File: config.mk
export PLATFORM = sky130hd
export DESIGN_NAME = stopwatch_chain
export DESIGN_NICKNAME = d
export VERILOG_FILES = /design/src/rtl/sw_pkg.sv /design/src/rtl/sw_prescaler.sv /design/src/rtl/sw_digit.sv /design/src/rtl/sw_seg7.sv /design/src/rtl/stopwatch_chain.sv
export SDC_FILE = /design/constraint.sdc
export NUM_CORES = 1
export LEC_CHECK = 0
export BUFFER_PORTS_ARGS = -buffer_cell sky130_fd_sc_hd__buf_4
export CORE_ASPECT_RATIO = 1.25
export CORE_MARGIN = 2
export CORE_UTILIZATION = 45
export CTS_CLUSTER_DIAMETER = 100
export DETAILED_ROUTE_END_ITERATION = 8
export GPL_TIMING_DRIVEN = 0
export PLACE_DENSITY = 0.77
export RECOVER_POWER = 50
export SKIP_CTS_REPAIR_TIMING = 1
export SLEW_MARGIN = 10
export SYNTH_ARGS = -nofsm -noshare
export SYNTH_HDL_FRONTEND = slang
export SYNTH_SLANG_ARGS = --single-unit
File: constraint.sdc
create_clock -name clk -period 4.05 [get_ports clk]
set_clock_uncertainty 0.15 [all_clocks]
set_input_delay 0.6075 -clock clk [delete_from_list [all_inputs] [get_ports clk]]
set_output_delay 0.6075 -clock clk [all_outputs]
set_load 0.03 [all_outputs]
File: src/rtl/sw_pkg.sv
package sw_pkg;
  localparam int DIGIT_W = 4;
  localparam int SEG_W   = 7;
  localparam int N_DIGITS = 4;

  // Units digits (even index) are decimal, tens digits (odd index) are modulo six.
  function automatic int unsigned digit_modulus(int idx);
    return (idx % 2 == 0) ? 10 : 6;
  endfunction

  // Next value of a digit given its modulus: wraps to zero at the terminal state.
  function automatic logic [DIGIT_W-1:0] digit_step(logic [DIGIT_W-1:0] v, int unsigned m);
    if (v == DIGIT_W'(m - 1)) return '0;
    return DIGIT_W'(v + 1'b1);
  endfunction

  // Active-high segments, bit 6 = g ... bit 0 = a; non-decimal codes are blank.
  function automatic logic [SEG_W-1:0] bcd_to_seg(logic [DIGIT_W-1:0] d);
    case (d)
      4'd0: return 7'h3F;
      4'd1: return 7'h06;
      4'd2: return 7'h5B;
      4'd3: return 7'h4F;
      4'd4: return 7'h66;
      4'd5: return 7'h6D;
      4'd6: return 7'h7D;
      4'd7: return 7'h07;
      4'd8: return 7'h7F;
      4'd9: return 7'h6F;
      default: return 7'h00;
    endcase
  endfunction
endpackage

File: src/rtl/sw_prescaler.sv
module sw_prescaler #(
  parameter int BITS = 15
) (
  input  logic clk,
  input  logic rst,
  input  logic clear,
  input  logic run,
  input  logic tick,
  output logic wrap
);
  localparam logic [BITS-1:0] LAST = {BITS{1'b1}};

  logic [BITS-1:0] phase;
  logic            accept;

  assign accept = tick & run & ~clear;
  assign wrap   = accept & (phase == LAST);

  always_ff @(posedge clk) begin
    if (rst || clear) phase <= '0;
    else if (accept)  phase <= phase + 1'b1;
  end

  // after a wrap the phase restarts from zero
  a_r1_wrap_restarts: assert property (@(posedge clk) disable iff (rst)
    wrap |=> (phase == '0));
  // frozen while run is low
  a_r6_phase_holds: assert property (@(posedge clk) disable iff (rst)
    (!run && !clear) |=> $stable(phase));
  // clear zeroes the phase
  a_r7_phase_clear: assert property (@(posedge clk) disable iff (rst)
    clear |=> (phase == '0));
endmodule

File: src/rtl/sw_digit.sv
module sw_digit
  import sw_pkg::*;
#(
  parameter int unsigned MODULUS = 10
) (
  input  logic               clk,
  input  logic               rst,
  input  logic               clear,
  input  logic               adv,
  output logic [DIGIT_W-1:0] val,
  output logic               carry
);
  localparam logic [DIGIT_W-1:0] TERM = DIGIT_W'(MODULUS - 1);

  assign carry = adv & (val == TERM);

  always_ff @(posedge clk) begin
    if (rst || clear) val <= '0;
    else if (adv)     val <= digit_step(val, MODULUS);
  end

  // never at or above the modulus
  a_r10_in_range: assert property (@(posedge clk) disable iff (rst)
    val <= TERM);
  // Terminal wrap covers R2, R3, R4 and R5 depending on the modulus of this instance
  a_r2_digit_wrap: assert property (@(posedge clk) disable iff (rst)
    (adv && !clear && val == TERM) |=> (val == '0));
  a_r2_digit_step: assert property (@(posedge clk) disable iff (rst)
    (adv && !clear && val != TERM) |=> (val == $past(val) + 1'b1));
  // no advance means hold
  a_r6_digit_holds: assert property (@(posedge clk) disable iff (rst)
    (!adv && !clear) |=> $stable(val));
  // synchronous clear
  a_r7_digit_clear: assert property (@(posedge clk) disable iff (rst)
    clear |=> (val == '0));
endmodule

File: src/rtl/sw_seg7.sv
module sw_seg7
  import sw_pkg::*;
(
  input  logic               clk,
  input  logic               rst,
  input  logic [DIGIT_W-1:0] bcd,
  output logic [SEG_W-1:0]   seg
);
  always_comb seg = bcd_to_seg(bcd);

  // a decimal code always lights at least two segments
  a_r9_decimal_lit: assert property (@(posedge clk) disable iff (rst)
    (bcd <= 4'd9) |-> ($countones(seg) >= 2));
endmodule

File: src/rtl/stopwatch_chain.sv
module stopwatch_chain
  import sw_pkg::*;
#(
  parameter int PRESCALE_BITS = 15
) (
  input  logic               clk,
  input  logic               rst,
  input  logic               tick_32k,
  input  logic               run,
  input  logic               clear,
  output logic [DIGIT_W-1:0] sec_units,
  output logic [DIGIT_W-1:0] sec_tens,
  output logic [DIGIT_W-1:0] min_units,
  output logic [DIGIT_W-1:0] min_tens,
  output logic [SEG_W-1:0]   seg_sec_units,
  output logic [SEG_W-1:0]   seg_sec_tens,
  output logic [SEG_W-1:0]   seg_min_units,
  output logic [SEG_W-1:0]   seg_min_tens,
  output logic               sec_pulse
);
  logic [N_DIGITS:0]  adv_chain;
  logic [DIGIT_W-1:0] digit [N_DIGITS];
  logic [SEG_W-1:0]   seg   [N_DIGITS];

  sw_prescaler #(.BITS(PRESCALE_BITS)) u_pre (
    .clk(clk), .rst(rst), .clear(clear), .run(run),
    .tick(tick_32k), .wrap(sec_pulse)
  );

  assign adv_chain[0] = sec_pulse;

  for (genvar i = 0; i < N_DIGITS; i++) begin : g_digit
    sw_digit #(.MODULUS(digit_modulus(i))) u_dig (
      .clk(clk), .rst(rst), .clear(clear), .adv(adv_chain[i]),
      .val(digit[i]), .carry(adv_chain[i+1])
    );
    sw_seg7 u_seg (.clk(clk), .rst(rst), .bcd(digit[i]), .seg(seg[i]));
  end

  assign sec_units     = digit[0];
  assign sec_tens      = digit[1];
  assign min_units     = digit[2];
  assign min_tens      = digit[3];
  assign seg_sec_units = seg[0];
  assign seg_sec_tens  = seg[1];
  assign seg_min_units = seg[2];
  assign seg_min_tens  = seg[3];

  // the hour-level carry out of the top digit only fires at 59:59
  a_r5_hour_wrap: assert property (@(posedge clk) disable iff (rst)
    adv_chain[N_DIGITS] |=> (sec_units == 0 && sec_tens == 0 && min_units == 0 && min_tens == 0));
  // no pulse while stopped
  a_r6_no_pulse_stopped: assert property (@(posedge clk) disable iff (rst)
    !run |-> !sec_pulse);
  // no pulse during clear
  a_r7_no_pulse_clear: assert property (@(posedge clk) disable iff (rst)
    clear |-> !sec_pulse);
  // seconds never exceed 59 as a pair
  a_r3_sec_tens_range: assert property (@(posedge clk) disable iff (rst)
    sec_tens <= 4'd5);
endmodule

==> impl_results.md <==
* Status: completed
* Simple-gate area share of the yosys netlist at 24.5%
* Layout cell share with drive strength beyond 1 at 8.87%
* Mux contribution to synthesized area at 1.88%
* P&R area growth vs syn at 15.3%
* Tightest Hold Check Type: reg2reg
* Critical path class: in2reg
* Syn Std Cell Area at 3520 sq um
* Crit end category: register
* Nets@finish at 511
* Drt drc at 0
* WP data required at 4.14 ns
* Max incr delay on CP at 0.61 ns
* Tcrit/Tclk final at 92.3%
* RSZ-0062 raised after global routing: no
* Hold_ws at 0.339 ns
* Gr ovfl total at 0
* Final HPWL DP at 6.35 mm
* Synth Area in Compound Gates at 22.3%
* Final hold vios at 0
* Final design utilization at 52.7%
* Leakage power at 1.40 nW
* Placer Congestion at 0.867
* PwrDens at 297 nW/um^2
* Die Ht at 103 um
* Setup crit start kind: input port
* TritonCTS Buffers at 9
* Total GRT Usage at 21.4%
* Final std cells w/o fill at 580
* Root Driver: clkbuf_8
* Avg Cell Area, Syn at 8.36 sq um
* Worst Max-Slew Pin Slew at 0.845 ns
* Via Count at 3390
* Crit path time final at 3.74 ns
* Sequential element share of the synthesized area at 33.6%
* Synth Area in XOR/XNOR at 3.73%
* Worst-Skew Late Latency at 0.35 ns
* Most common cell after layout, fill and taps aside: clkbuf_1
* Diodes inserted at 0
* Uppermost routed layer: met4
* Slew HR at 43.2%
* Sink Count at 59
* M1 wire length at 3.85 mm
* Inst Count DP at 565
* Top cell by count, worst path: inv_1
* Critical Path AT at 3.83 ns
* Yosys reg bits at 59
* Starting density of the core at 45.7%
* Post-Route WL at 8.91 mm
* Mapped Nets at 451
* FMAX at 267 MHz
* Die area at 8550 sq um
* Max VDD drop at 0.190 mV
* Number of I/O pins at 50
* Largest net degree at the start of global routing at 11
* Maximum clock path buffer count at 2
* Largest family of logic cells by synthesized area: simple AND/OR/NAND/NOR gates
* Iteration-0 DRC count of the detailed router at 350
* WL met3 at 632 um
* Async set or reset register ratio after synthesis at 0%
* Number of synthesized flops with an enable pin at 0
* YS warnings at 0
* Synth cell types at 72
* Core area at 7700 sq um
* Met2 WL at 4.27 mm
* Die width at 83.1 um
* Buf+Inv Stages, Crit Path at 5
* Slew Limit Fails at 0
* CP top delay family: simple AND/OR/NAND/NOR gates
* Synth Area in Adders at 8.89%
* CTS tree: built
* Worst path slowest cell: or4_1
* Most frequent cells in the layout: clkbuf_1 (63), dfxtp_1 (59), nor2_1 (40)
* Row Count at 36
* Initial antenna violation count at 0
* First-pass GRT wire length at 14.9 mm
* Vias per inst at 5.84
* Largest fanout on the critical path at 10
* Drt first pass iters at 5
* CP cell instances: clkbuf_1 > nand4b_1 > or4_1 > buf_6 > buf_2 > or3_1 > a21o_1 > a21oi_2 > inv_1 > ha_1 > inv_1 > nor2_1 > a31o_2 > a222oi_1 > o21ai_0
* Ys flop type: dfxtp_1
* Syn Inst Count at 421
* Vias in the first global route at 3169
* CTS HTree Levels at 3
* Wire per inst at 15.4 um
* Count of nets left with antenna violations after detail routing at 0
* Port bufs at 49
* Final setup violation count at 0
* Max Cap Viol at 0
* Clock-pin slew on the worst setup and hold paths at 0.07 ns
[power by group]
group	total, mW	switching, mW	internal [mW]
clock network	0.601	0.244	0.357
registers	0.581	0.000395	0.580
logic	0.0246	0.0182	0.00633
total	1.21	0.263	0.944
[metal layers]
layer	global-route usage, %	vias to the layer above
li1	-	1648
met4	8.20	0
met5	0	-
met2	37.9	132
met1	25.2	1593
met3	5.28	17
[cell usage after synthesis, types with 4 or more instances]
master | instances | share of area, %
dfxtp_1 | 59 | 34
nor2_1 | 40 | 4.3
nand2_1 | 32 | 3.4
o21ai_0 | 26 | 3.7
ha_1 | 25 | 8.9
inv_1 | 24 | 2.6
a21oi_1 | 18 | 2.6
clkbuf_1 | 16 | 1.7
nand3_1 | 15 | 2.1
o22ai_1 | 10 | 1.8
nor3_1 | 9 | 1.3
xor2_1 | 9 | 2.2
nand4_1 | 8 | 1.4
and2_1 | 7 | 1.2
o21a_1 | 7 | 1.5
o31ai_1 | 6 | 1.3
xnor2_1 | 6 | 1.5
nor2b_1 | 5 | 0.89
and3_1 | 4 | 0.71
mux2i_1 | 4 | 1.1
nor4_1 | 4 | 0.71
or3_1 | 4 | 0.71
or4_1 | 4 | 0.85
[sequential cells by signal, summed over array words and instances, names as in the netlist]
name / flops
g_digit.u_dig.val: 16
g_digit.u_seg.seg: 28
u_pre.phase: 15
[through the flow]
step | TNS [ns] | setup slack (ns) | area [sq um] | total power, mW
finish | 0 | 0.312 | 4060 | 1.21
global route | 0 | 0.0599 | 4060 | 1.24
CTS | 0 | 0.0530 | 4220 | 1.21
detailed placement | -1.12 | -0.279 | 4010 | 0.619
global placement | -1.04 | -0.267 | 4010 | 0.618
floorplan | 0 | 0.384 | 3520 | 0.607
[path summary, 6_finish.rpt]
kind | startpoint | end | slack (ns) | cells after the start
worst max register to register | u_pre.phase[0]$_SDFFE_PP0P_ | g_digit[0].u_seg.seg[5]$_DFF_P_ | 0.32 | 15
worst min-delay path | u_pre.phase[1]$_SDFFE_PP0P_ | u_pre.phase[1]$_SDFFE_PP0P_ | 0.34 | 2
worst max-delay path | clear | g_digit[0].u_seg.seg[5]$_DFF_P_ | 0.31 | 15
worst min register to register | u_pre.phase[1]$_SDFFE_PP0P_ | u_pre.phase[1]$_SDFFE_PP0P_ | 0.34 | 2
[cell families (layout without fill, tap and decap cells)]
group | Yosys count | after routing
simple gates | 158 | 158
fa+ha+maj | 25 | 25
compound gates | 112 | 112
xor+xnor | 15 | 15
mux | 6 | 6
flops | 59 | 59
buf+inv | 46 | 110
[worst register-to-register path: stages (launching register included)]
cell	delay, ns
dfxtp_1	0.37
ha_1	0.20
nand2_1	0.12
or4_1	0.56
buf_6	0.17
buf_2	0.19
or3_1	0.41
a21o_1	0.19
a21oi_2	0.23
inv_1	0.12
ha_1	0.22
inv_1	0.10
nor2_1	0.05
a31o_2	0.22
a222oi_1	0.21
o21ai_0	0.10
[final cells by class]
type / instances / area [sq um]
Fill cell: 741 / 3640
Timing Repair Buffer: 49 / 199
Sequential cell: 59 / 1180
Clock buffer: 10 / 138
Clock inverter: 5 / 77.6
Multi-Input combinational cell: 316 / 2160
Tap cell: 95 / 119
Inverter: 25 / 93.8
Buffer: 21 / 88.8
No activity file was read; power rests on OpenSTA's default activity.
